--- src/rtl/rti_wdt_pkg.sv ---
package rti_wdt_pkg;
  localparam int unsigned SEL_W     = 2;
  localparam int unsigned NUM_RATES = 1 << SEL_W;
  localparam int unsigned DIV_W     = 3;  // divide-by-eight stage
endpackage

--- src/rtl/rti_prescaler.sv ---
module rti_prescaler
  import rti_wdt_pkg::*;
#(
  parameter int unsigned BASE_LOG2 = 14
) (
  input  logic             clk_i,
  input  logic             rst_ni,
  input  logic [SEL_W-1:0] rate_sel_i,
  output logic             tick_o
);
  localparam int unsigned PRE_W = BASE_LOG2 + NUM_RATES - 1;

  logic [PRE_W-1:0]     cnt_q;
  logic [NUM_RATES-1:0] tap;

  always_ff @(posedge clk_i or negedge rst_ni) begin
    if (!rst_ni) cnt_q <= '0;
    else         cnt_q <= cnt_q + 1'b1;
  end

  for (genvar r = 0; r < NUM_RATES; r++) begin : g_tap
    assign tap[r] = &cnt_q[BASE_LOG2+r-1:0];
  end

  assign tick_o = tap[rate_sel_i];

  AST_TICK_SINGLE: assert property (@(posedge clk_i) disable iff (!rst_ni)
    tick_o |=> (!tick_o || rate_sel_i != $past(rate_sel_i)));
endmodule

--- src/rtl/cop_clear_decode.sv ---
module cop_clear_decode #(
  parameter int unsigned          ADDR_W   = 11,
  parameter int unsigned          DATA_W   = 8,
  parameter logic [ADDR_W-1:0]    CLR_ADDR = 11'h7F0,
  parameter int unsigned          CLR_BIT  = 0
) (
  input  logic              wr_en_i,
  input  logic [ADDR_W-1:0] wr_addr_i,
  input  logic [DATA_W-1:0] wr_data_i,
  output logic              clr_o
);
  assign clr_o = wr_en_i && (wr_addr_i == CLR_ADDR) && !wr_data_i[CLR_BIT];

  always_comb begin
    if (wr_en_i && wr_data_i[CLR_BIT]) AST_ONE_NO_CLEAR: assert (!clr_o);
  end
endmodule

--- src/rtl/cop_core.sv ---
module cop_core
  import rti_wdt_pkg::*;
#(
  parameter int unsigned PULSE_LEN = 4
) (
  input  logic clk_i,
  input  logic rst_ni,
  input  logic tick_i,
  input  logic clr_i,
  input  logic prog_volt_i,
  output logic wdt_rst_o
);
  localparam int unsigned PULSE_W = $clog2(PULSE_LEN + 1);
  localparam logic [PULSE_W-1:0] PULSE_INIT = PULSE_W'(PULSE_LEN);

  logic [DIV_W-1:0]   div_q;
  logic [PULSE_W-1:0] pulse_q;
  logic               ovf;

  assign ovf = tick_i && !clr_i && (&div_q);

  always_ff @(posedge clk_i or negedge rst_ni) begin
    if (!rst_ni)     div_q <= '0;
    else if (clr_i)  div_q <= '0;  // clear beats a coincident tick
    else if (tick_i) div_q <= div_q + 1'b1;  // overflow wraps to zero
  end

  always_ff @(posedge clk_i or negedge rst_ni) begin
    if (!rst_ni)                  pulse_q <= '0;
    else if (ovf && !prog_volt_i) pulse_q <= PULSE_INIT;
    else if (pulse_q != '0)       pulse_q <= pulse_q - 1'b1;
  end

  assign wdt_rst_o = (pulse_q != '0);

  AST_CLR_ZERO: assert property (@(posedge clk_i) disable iff (!rst_ni)
    clr_i |=> (div_q == '0));
  AST_CLR_BEATS_TICK: assert property (@(posedge clk_i) disable iff (!rst_ni)
    (clr_i && tick_i && div_q != '0) |=> (div_q == '0));
  AST_OVF_WRAP: assert property (@(posedge clk_i) disable iff (!rst_ni)
    (tick_i && !clr_i && div_q == '1) |=> (div_q == '0));
  AST_OVF_RESET: assert property (@(posedge clk_i) disable iff (!rst_ni)
    (ovf && !prog_volt_i) |=> wdt_rst_o);
  AST_PROG_BLOCK: assert property (@(posedge clk_i) disable iff (!rst_ni)
    (prog_volt_i && !wdt_rst_o) |=> !wdt_rst_o);
endmodule

--- src/rtl/rti_watchdog.sv ---
module rti_watchdog
  import rti_wdt_pkg::*;
#(
  parameter int unsigned       BASE_LOG2 = 14,
  parameter int unsigned       PULSE_LEN = 4,
  parameter int unsigned       ADDR_W    = 11,
  parameter int unsigned       DATA_W    = 8,
  parameter logic [ADDR_W-1:0] CLR_ADDR  = 11'h7F0
) (
  input  logic              clk_i,
  input  logic              rst_ni,
  input  logic              wr_en_i,
  input  logic [ADDR_W-1:0] wr_addr_i,
  input  logic [DATA_W-1:0] wr_data_i,
  input  logic [SEL_W-1:0]  rate_sel_i,
  input  logic              prog_volt_i,
  output logic              wdt_rst_o
);
  logic tick, clr;

  rti_prescaler #(.BASE_LOG2(BASE_LOG2)) u_pre (
    .clk_i, .rst_ni, .rate_sel_i, .tick_o(tick)
  );

  cop_clear_decode #(
    .ADDR_W(ADDR_W), .DATA_W(DATA_W), .CLR_ADDR(CLR_ADDR), .CLR_BIT(0)
  ) u_dec (
    .wr_en_i, .wr_addr_i, .wr_data_i, .clr_o(clr)
  );

  cop_core #(.PULSE_LEN(PULSE_LEN)) u_core (
    .clk_i, .rst_ni, .tick_i(tick), .clr_i(clr), .prog_volt_i, .wdt_rst_o
  );

  AST_RST_LOW: assert property (@(posedge clk_i) $rose(rst_ni) |-> !wdt_rst_o);
endmodule

--- config.mk ---
export PLATFORM = sky130hd
export DESIGN_NAME = rti_watchdog
export DESIGN_NICKNAME = d
export VERILOG_FILES = /design/src/rtl/rti_wdt_pkg.sv /design/src/rtl/rti_prescaler.sv /design/src/rtl/cop_clear_decode.sv /design/src/rtl/cop_core.sv /design/src/rtl/rti_watchdog.sv
export SDC_FILE = /design/constraint.sdc
export NUM_CORES = 1
export LEC_CHECK = 0
export BUFFER_PORTS_ARGS = -buffer_cell sky130_fd_sc_hd__clkbuf_2
export CAP_MARGIN = 20
export CORE_UTILIZATION = 40
export DETAILED_ROUTE_END_ITERATION = 10
export HOLD_SLACK_MARGIN = 0.03
export SLEW_MARGIN = 20
export SYNTH_ARGS = -nofsm -noshare
export SYNTH_HDL_FRONTEND = slang
export SYNTH_SLANG_ARGS = --single-unit
--- constraint.sdc ---
create_clock -name clk_i -period 2.9 [get_ports clk_i]
set_clock_uncertainty 0.1 [all_clocks]
set_input_delay 0.87 -clock clk_i [delete_from_list [all_inputs] [get_ports clk_i]]
set_output_delay 0.87 -clock clk_i [all_outputs]
set_load 0.05 [all_outputs]
==> run summary, run 1 <==
Hold buffers post-CTS - 0
Synthesized area - 1140 µm²
Part of the cycle the worst path needs - 82.5%
Total wire length - 1870 µm
Clk_lat worst skew - 0.30 ns
Vias in the first global route - 821
Port bufs - 18
Die Ht - 55.4 µm
Share of layout cells above drive strength 1 - 21.8%
Root buf cell - clkbuf_4
Pins Over Slew Limit - 0
Clock buffer depth - 2
Final Hold Viols - 0
Syn. warnings - 0
Power density cells - 535 nW/µm²
Number of remaining DRC errors - 0
Dpl ws - 0.449 ns
GP Congestion - 0.705
Syn Inst Count - 101
Max-Cap Viols - 0
Total track usage - 13.8%
First-pass GRT wire length - 3390 µm
Vias per cell - 5.21
Crit path launch type - flip-flop
Filler cells - 261
Postcts setup bufs - 0
Status - completed
Setup tns final - 0 ns
Final net count - 156
Crit-path max FO - 4
Post-synthesis area per instance - 11.3 µm²
Final Setup Violations - 0
TritonCTS clock tree - done
Worst slew pin tran - 0.576 ns
Rows - 19
CP Capture Type - output port
First DRT Iteration DRCs - 29
# IOs - 26
Dpl hpwl - 1480 µm
H-tree depth - 1
Net Count, Synth - 132
RSZ-0062 raised after global routing - false
Yosys cell types - 30
Core footprint - 2730 µm²
DP Cell Count - 151
Drt wl/cell - 12.0 µm
DRT antenna net count - 0
Seq cells post-synth - 23
Starting density of the core - 41.7%
Initial antenna violation count - 0
Worst Hold Class - flip-flop to flip-flop
Drt pass-1 iters - 4
Slew headroom - 61.6%
Minimum clock period - 2.39 ns
GR Overflow Total - 0
Die X - 55.4 µm
Setup slack after layout - 0.508 ns
Antenna diode count - 0
Post-route insts no fill - 155
Worst EP required - 1.93 ns
Via count - 807
Clk slew on worst S/H paths - 0.13 ns
WHS - 0.380 ns
CTS Buf Count - 3
Max rail drop VDD - 361 µV
Area Overhead vs Synth - 14.3%
Fmax - 418 MHz
Worst path arrival time - 1.42 ns
Pin count of the biggest net entering global routing - 24
Post-synthesis sequential area ratio - 50.4%
Critical path type - flip-flop to output port
DIE AREA - 3070 µm²
Clock Sinks - 23
Leakage dissipation - 0.628 nW
Post-CTS Resized - 0
final timing paths:
kind / start / endpoint / slack (ns) / cells past startpoint
max: u_core.pulse_q[0]$_DFFE_PN0P_ / wdt_rst_o / 0.51 / 4
min: u_pre.cnt_q[11]$_DFF_PN0_ / u_pre.cnt_q[11]$_DFF_PN0_ / 0.38 / 1
max reg2reg: u_pre.cnt_q[0]$_DFF_PN0_ / u_core.pulse_q[1]$_DFFE_PN0P_ / 0.52 / 9
min reg2reg: u_pre.cnt_q[11]$_DFF_PN0_ / u_pre.cnt_q[11]$_DFF_PN0_ / 0.38 / 1
max in group asynchronous: rst_ni / u_pre.cnt_q[1]$_DFF_PN0_ / 1.88 / 1
min in group asynchronous: rst_ni / u_pre.cnt_q[14]$_DFF_PN0_ / 0.44 / 1
critical path, cell delays in order (launching register included):
cell and delay (ns):
dfrtp_1 0.39, inv_1 0.07, ha_1 0.21, nand2b_1 0.15, clkbuf_2 0.30
area by class of cell:
type | instances | area (µm²) | area share [%]
Inverter | 4 | 15.0 | 1.15
Tap cell | 31 | 38.8 | 2.98
Timing Repair Buffer | 19 | 97.6 | 7.49
Sequential cell | 23 | 576 | 44.1
Multi-Input combinational cell | 74 | 551 | 42.2
Clock buffer | 4 | 26.3 | 2.02
cells in the final DEF (no fill, tap or decap), drive strengths merged, types with 3 or more instances in the layout:
master and n:
nand4 4, clkbuf 22, nand2 8, dfrtp 23
xnor2 11, nand3 7, o21ai 3, ha 6
xor2 4, inv 4, nand2b 4, nor2 6
report_power, final:
part	switching (mW)	internal [mW]	leakage [nW]
Combinational	0.0932	0.0783	0.317
Clock	0.0911	0.0535	0.0150
Sequential	0.0227	0.358	0.296
sequential cells by signal (all words and copies together), names as in the netlist:
name and count:
u_pre.cnt_q 17, u_core.div_q 3, u_core.pulse_q 3
per-stage QoR:
step                utilization (%)  cell area (µm²)  power, mW
floorplan                         -             1140      0.511
global placement               46.7             1280      0.548
detailed placement             46.7             1280      0.563
CTS                            47.7             1300      0.709
global route                   47.7             1300      0.744
finish                         47.7             1300      0.697
cell usage after synthesis:
library cell / count / area (µm²)
nor2b_1: 2 / 12.5
a211oi_1: 1 / 7.51
and2_1: 1 / 6.26
and2b_1: 1 / 7.51
dfrtp_1: 23 / 576
nand2b_1: 4 / 25.0
o311a_4: 1 / 21.3
nand4_4: 1 / 21.3
o21ba_2: 1 / 10.0
xnor2_1: 11 / 96.3
nand4_1: 3 / 18.8
nand3b_1: 1 / 7.51
nor4_2: 1 / 12.5
nand3_1: 7 / 35.0
nor4_1: 1 / 6.26
and3_1: 2 / 12.5
nor2_1: 6 / 22.5
a211o_1: 1 / 8.76
xor2_1: 4 / 35.0
nor3_1: 1 / 5.00
nand2_1: 8 / 30.0
or4b_1: 2 / 20.0
or3_1: 1 / 6.26
and4_4: 1 / 11.3
inv_1: 4 / 15.0
and4_1: 1 / 8.76
ha_1: 6 / 75.1
a21oi_1: 1 / 5.00
or4_1: 1 / 7.51
o21ai_0: 3 / 15.0
logic make-up after synthesis:
| kind of cell | synth area share (%) |
|---|---|
| buf+inv | 1.32 |
| simple gates | 24.2 |
| xor+xnor | 11.5 |
| fa+ha+maj | 6.58 |
| compound gates | 5.92 |
| flops | 50.4 |
layer usage:
| layer | GRT usage, % | routed length [µm] |
|---|---|---|
| met1 | 16.2 | 823 |
| met2 | 25.5 | 985 |
| met3 | 1.41 | 47 |
| met4 | 5.36 | 9 |
| met5 | 0 | 0 |
Note: power is estimated with default switching activity, not from simulation.
==> run 2: changes to the inputs <==
==> constraint.sdc (replaced) <==
create_clock -name clk_i -period 1.94 [get_ports clk_i]
set_clock_uncertainty 0.1 [all_clocks]
set_input_delay 0.582 -clock clk_i [delete_from_list [all_inputs] [get_ports clk_i]]
set_output_delay 0.582 -clock clk_i [all_outputs]
set_load 0.05 [all_outputs]
==> run summary, run 2 (synthesis results as in run 1) <==
Port bufs - 18 (unchanged)
Setup slack after layout - -0.171 ns (-0.678 ns)
Filler cells - 250 (-4.2%)
DP Cell Count - 164 (+8.6%)
Met1 Track Usage GR - 17.9% (+1.7 points)
Clk_lat worst skew - 0.30 ns (about the same)
Clock Sinks - 23 (unchanged)
Crit path launch type - flip-flop
Antenna diode count - 0 (unchanged)
Failing checks - negative setup slack
Status - complete, but fails checks
Combinational power share - 32.9% (+8.3 points)
Worst stage delay on the critical path - 0.46 ns (+0.07 ns)
CP cell instances - ha_2, and4_4, nand4_4, nor2_2, ha_2, nand2_2, o311a_4, or4b_1, nand2_1
Drt pass-1 iters - 4 (unchanged)
Int Power - 0.814 mW (+66%)
Post-route insts no fill - 175 (+13%)
GP Congestion - 0.719 (+2.1%)
Initial antenna violation count - 0 (unchanged)
Commonest non-fill, non-tap cell in the layout - dfrtp_1
Pins Over Slew Limit - 0 (unchanged)
Most frequent CP cell - ha_2
Seq pwr share - 49.1% (-5.5 points)
Final Setup Violations - 6 (+6)
Pin count of the biggest net entering global routing - 24 (unchanged)
Worst slew pin tran - 0.559 ns (-0.0168 ns)
Sw power - 0.348 mW (+68%)
DIE AREA - 3070 µm² (unchanged)
Via count - 901 (+12%)
Core footprint - 2730 µm² (unchanged)
RSZ-0062 raised after global routing - true
Clk pwr share - 18.1% (-2.6 points)
Slowest stage cell, crit path - or4b_1
GRT met2 Usage - 28.2% (+2.8 points)
Final Hold Viols - 0 (unchanged)
TritonCTS clock tree - done
Total Power - 1.16 mW (+67%)
# IOs - 26 (unchanged)
Area Overhead vs Synth - 34.3%
Total wire length - 2200 µm (+18%)
Leakage dissipation - 0.746 nW (+19%)
DRT antenna net count - 0 (unchanged)
Dpl ws - -0.190 ns (-0.640 ns)
CP Capture Type - flip-flop
Worst Hold Class - input pin to async pin
Vias per cell - 5.15 (-1.1%)
Number of remaining DRC errors - 0 (unchanged)
Met3 GRT Util - 4.22% (+2.8 points)
Rows - 19 (unchanged)
R2R Setup Slk - -0.17 ns (-0.69 ns)
Worst EP required - 2.08 ns (+0.15 ns)
Clk slew on worst S/H paths - 0.12 ns (about the same)
Clock buffer depth - 2 (unchanged)
Critical path type - flip-flop to flip-flop
Worst path arrival time - 2.25 ns (+0.83 ns)
H-tree depth - 1 (unchanged)
Root buf cell - clkbuf_4
Setup tns final - -0.783 ns (-0.783 ns)
Max rail drop VDD - 671 µV (+86%)
Crit-path max FO - 7 (+3)
Biggest regs - u_pre.cnt_q: 17 flops, u_core.div_q: 3 flops, u_core.pulse_q: 3 flops
Die Ht - 55.4 µm (unchanged)
Die X - 55.4 µm (unchanged)
Starting density of the core - 41.7% (unchanged)
Hold buffers post-CTS - 0 (unchanged)
Max-Cap Viols - 0 (unchanged)
Commonest cells after routing, fill and taps aside - 23 x dfrtp_1, 21 x buf_4, 17 x clkbuf_2, 11 x xnor2_1
Dpl hpwl - 1590 µm (+7.3%)
First DRT Iteration DRCs - 17 (-41%)
Part of the cycle the worst path needs - 109%
WHS - 0.140 ns (-0.240 ns)
First-pass GRT wire length - 3750 µm (+11%)
Drt wl/cell - 12.5 µm (+4.3%)
Slew headroom - 62.7% (+1.1 points)
Max reg flops - 17 (unchanged)
GR Overflow Total - 0 (unchanged)
Fmax - 474 MHz
Power density cells - 758 nW/µm² (+42%)
Total track usage - 15.3% (+1.5 points)
CTS Buf Count - 3 (unchanged)
Largest Register - u_pre.cnt_q
Vias in the first global route - 909 (+11%)
Gr busiest metal - met2
Minimum clock period - 2.11 ns
Sw Ratio - 30.0% (+0.25 points)
Share of layout cells above drive strength 1 - 39.6% (+18 points)
Final net count - 176 (+13%)
==> run 2: cell types whose count changed in the layout (fill, tap and decap cells not counted), moves of 2 or more <==
| cell | delta |
|---|---|
| buf_4 | +20 |
| ha_2 | +2 |
| nor4_4 | +2 |
| ha_1 | -3 |
==> run 2: worst max-delay path: cells and delay by family, from the launching register on <==
kind                     cells  cell delay (ns)
AND/OR/NAND/NOR              6             1.07
flip-flops                   1             0.37
adder cells (fa/ha/maj)      2             0.36
AO/OA/AOI/OAI                1             0.13
==> run 2: timing repair <==
action                                  4_1_cts  5_1_grt
gates resized for setup                       6        7
pin swaps                                     2        4
setup buffers                                 4        3
endpoints found under the setup margin        7        7
hold endpoints to repair                      0        0
==> run 2: path summary, 6_finish.rpt <==
path                                            endpoint  depth (start not counted)                 startpoint
max                          u_core.div_q[2]$_DFFE_PN0P_                          9   u_pre.cnt_q[1]$_DFF_PN0_
min                        u_core.pulse_q[1]$_DFFE_PN0P_                          1                     rst_ni
max reg2reg                  u_core.div_q[2]$_DFFE_PN0P_                          9   u_pre.cnt_q[1]$_DFF_PN0_
min reg2reg                    u_pre.cnt_q[15]$_DFF_PN0_                          1  u_pre.cnt_q[15]$_DFF_PN0_
max in group asynchronous       u_pre.cnt_q[7]$_DFF_PN0_                          1                     rst_ni
min in group clk_i             u_pre.cnt_q[15]$_DFF_PN0_                          1  u_pre.cnt_q[15]$_DFF_PN0_
==> run 2: metal layers <==
metal	wire [µm]	up-vias
li1	-	437
met1	976	431
met2	1090	31
met3	107	2
met4	19	0
met5	0	-
==> run 2: area by class of cell <==
cell class                      instances  area, µm²  share of cell area [%]
Inverter                                4       15.0                   0.980
Timing Repair Buffer                   39        258                    16.8
Clock buffer                            4       26.3                    1.71
Tap cell                               31       38.8                    2.53
Sequential cell                        23        576                    37.6
Multi-Input combinational cell         74        619                    40.4
==> run 2: per-stage QoR <==
step	instance area (µm²)	utilization (%)
after floorplan	1160	-
after global placement	1400	51.0
after detailed placement	1400	51.0
after CTS	1480	54.1
after global routing	1530	56.1
final	1530	56.1
==> run 2: power by group through the flow <==
stage                     combinational, mW  sequential (mW)  clock [mW]
after floorplan                       0.198            0.568           0
after global placement                0.249            0.573           0
after detailed placement              0.265            0.578           0
after CTS                             0.319            0.566       0.221
after global routing                  0.432            0.577       0.234
final                                 0.382            0.570       0.210
==> run 3: changes to the inputs <==
--- a/config.mk
+++ b/config.mk
@@ -10,6 +10,7 @@
 export CORE_UTILIZATION = 40
 export DETAILED_ROUTE_END_ITERATION = 10
 export HOLD_SLACK_MARGIN = 0.03
+export REMOVE_ABC_BUFFERS = 1
 export SLEW_MARGIN = 20
 export SYNTH_ARGS = -nofsm -noshare
 export SYNTH_HDL_FRONTEND = slang
==> run summary, run 3 (synthesis results as in run 1) <==
Worst Hold Class - input pin to async pin
Pins Over Slew Limit - 0 (unchanged)
DRT antenna net count - 0 (unchanged)
Max rail drop VDD - 738 µV (+10%)
Buf/Inv on CP - 0 (unchanged)
Total Power - 1.30 mW (+12%)
GR Overflow Total - 0 (unchanged)
Vias in the first global route - 916 (+0.77%)
H-tree depth - 1 (unchanged)
DIE AREA - 3070 µm² (unchanged)
# IOs - 26 (unchanged)
Setup tns final - -0.734 ns (+0.0493 ns)
GP Congestion - 0.762 (+5.9%)
Worst slew pin tran - 0.590 ns (+0.0306 ns)
Clock buffer depth - 2 (unchanged)
Final Hold Viols - 0 (unchanged)
Setup slack after layout - -0.158 ns (+0.0131 ns)
Via count - 912 (+1.2%)
Rows - 19 (unchanged)
Clk slew on worst S/H paths - 0.14 ns (+0.02 ns)
Worst EP required - 2.11 ns (+0.03 ns)
Max reg flops - 17 (unchanged)
Status - complete, but fails checks
Commonest cells after routing, fill and taps aside - 29 x buf_4, 23 x dfrtp_1, 17 x clkbuf_2, 11 x xnor2_1, 7 x nand3_1
Drt wl/cell - 11.8 µm (-5.6%)
Minimum clock period - 2.10 ns (-0.0131 ns)
Drt pass-1 iters - 4 (unchanged)
First DRT Iteration DRCs - 12 (-5)
Biggest regs - u_pre.cnt_q: 17 flops, u_core.div_q: 3 flops, u_core.pulse_q: 3 flops
Total track usage - 16.8% (+1.5 points)
Worst path arrival time - 2.27 ns (+0.02 ns)
Clock Sinks - 23 (unchanged)
Core footprint - 2730 µm² (unchanged)
Part of the cycle the worst path needs - 108% (-0.68 points)
CP cell instances - ha_2, and4_4, nand4_4, nor2_2, ha_2, nand2_2, o311a_4, or4b_4, nand2_2
First-pass GRT wire length - 4000 µm (+6.8%)
Leakage dissipation - 0.770 nW (+3.2%)
Share of layout cells above drive strength 1 - 43.4% (+3.8 points)
Port bufs - 18 (unchanged)
Max-Cap Viols - 0 (unchanged)
Slowest stage cell, crit path - or4b_4
Dpl hpwl - 1510 µm (-5.1%)
Failing checks - negative setup slack
Worst stage delay on the critical path - 0.52 ns (+0.06 ns)
RSZ-0062 raised after global routing - true
Final net count - 184 (+4.5%)
TritonCTS clock tree - done
Commonest non-fill, non-tap cell in the layout - buf_4
Crit path launch type - flip-flop
Clk_lat worst skew - 0.32 ns (+0.02 ns)
Pin count of the biggest net entering global routing - 24 (unchanged)
Initial antenna violation count - 0 (unchanged)
Slew headroom - 60.7% (-2.0 points)
CP delay by family, top - simple AND/OR/NAND/NOR gates
Power density cells - 832 nW/µm² (+9.8%)
Root buf cell - clkbuf_4
Crit-path max FO - 7 (unchanged)
CTS Buf Count - 3 (unchanged)
Final Setup Violations - 6 (unchanged)
Fmax - 477 MHz (+0.62%)
Area Overhead vs Synth - 37.1%
Largest Register - u_pre.cnt_q
Die Ht - 55.4 µm (unchanged)
Vias per cell - 4.98 (-3.2%)
Starting density of the core - 41.7% (unchanged)
Die X - 55.4 µm (unchanged)
CP Capture Type - flip-flop
Total wire length - 2170 µm (-1.3%)
Number of remaining DRC errors - 0 (unchanged)
Antenna diode count - 0 (unchanged)
Critical path type - flip-flop to flip-flop
-- run 3: path summary, 6_finish.rpt --
kind	from	slack, ns	to	cells past startpoint
hold / removal	rst_ni	0.13	u_pre.cnt_q[13]$_DFF_PN0_	1
hold reg to reg	u_pre.cnt_q[15]$_DFF_PN0_	0.39	u_pre.cnt_q[15]$_DFF_PN0_	1
max in group asynchronous	rst_ni	1.21	u_pre.cnt_q[8]$_DFF_PN0_	1
setup / recovery	u_pre.cnt_q[0]$_DFF_PN0_	-0.16	u_core.div_q[2]$_DFFE_PN0P_	9
setup reg to reg	u_pre.cnt_q[0]$_DFF_PN0_	-0.16	u_core.div_q[2]$_DFFE_PN0P_	9
min in group clk_i	u_pre.cnt_q[15]$_DFF_PN0_	0.39	u_pre.cnt_q[15]$_DFF_PN0_	1
-- run 3: worst register-to-register path, cell delays in order (launching register included) --
cell and delay, ns:
dfrtp_1 0.37, ha_2 0.18, and4_4 0.22, nand4_4 0.13, nor2_2 0.12, ha_2 0.18
nand2_2 0.05, o311a_4 0.13, or4b_4 0.52, nand2_2 0.06
-- run 3: metrics by stage --
step	cells	hold WS [ns]	util (%)	instance area [µm²]	worst slack, ns
finish	183	0.130	57.2	1560	-0.158
global route	183	0.163	57.2	1560	-0.257
CTS	179	0.154	55.1	1510	-0.188
detailed placement	167	0.371	51.1	1400	-0.286
global placement	167	0.363	51.1	1400	-0.254
floorplan	101	0.186	-	1140	-0.181
-- run 3: power breakdown --
group | internal, mW | switching, mW
registers | 0.535 | 0.0352
clock network | 0.0804 | 0.149
logic | 0.292 | 0.210
-- run 3: area by class of cell --
cell class	instances	area [µm²]
fillers	228	1170
multi-input cells	74	591
flip-flops and latches	23	576
repair buffers	47	318
well taps	31	38.8
clock buffers	4	26.3
inverters	4	15.0
-- run 3: per-layer routing --
| metal | up-vias | wire length, µm | global-route usage (%) |
|---|---|---|---|
| met5 | - | 0 | 0 |
| met4 | 0 | 36 | 7.50 |
| met3 | 5 | 64 | 2.81 |
| met2 | 22 | 1050 | 27.5 |
| met1 | 431 | 1020 | 21.8 |
| li1 | 454 | - | - |
-- run 3: repair_timing --
| item | 4_1_cts | 5_1_grt |
|---|---|---|
| resized for setup | 9 | 6 |
| setup endpoints to repair | 7 | 7 |
| hold buffers | 0 | 0 |
| setup buffers | 8 | 4 |
| pin swaps | 9 | 0 |
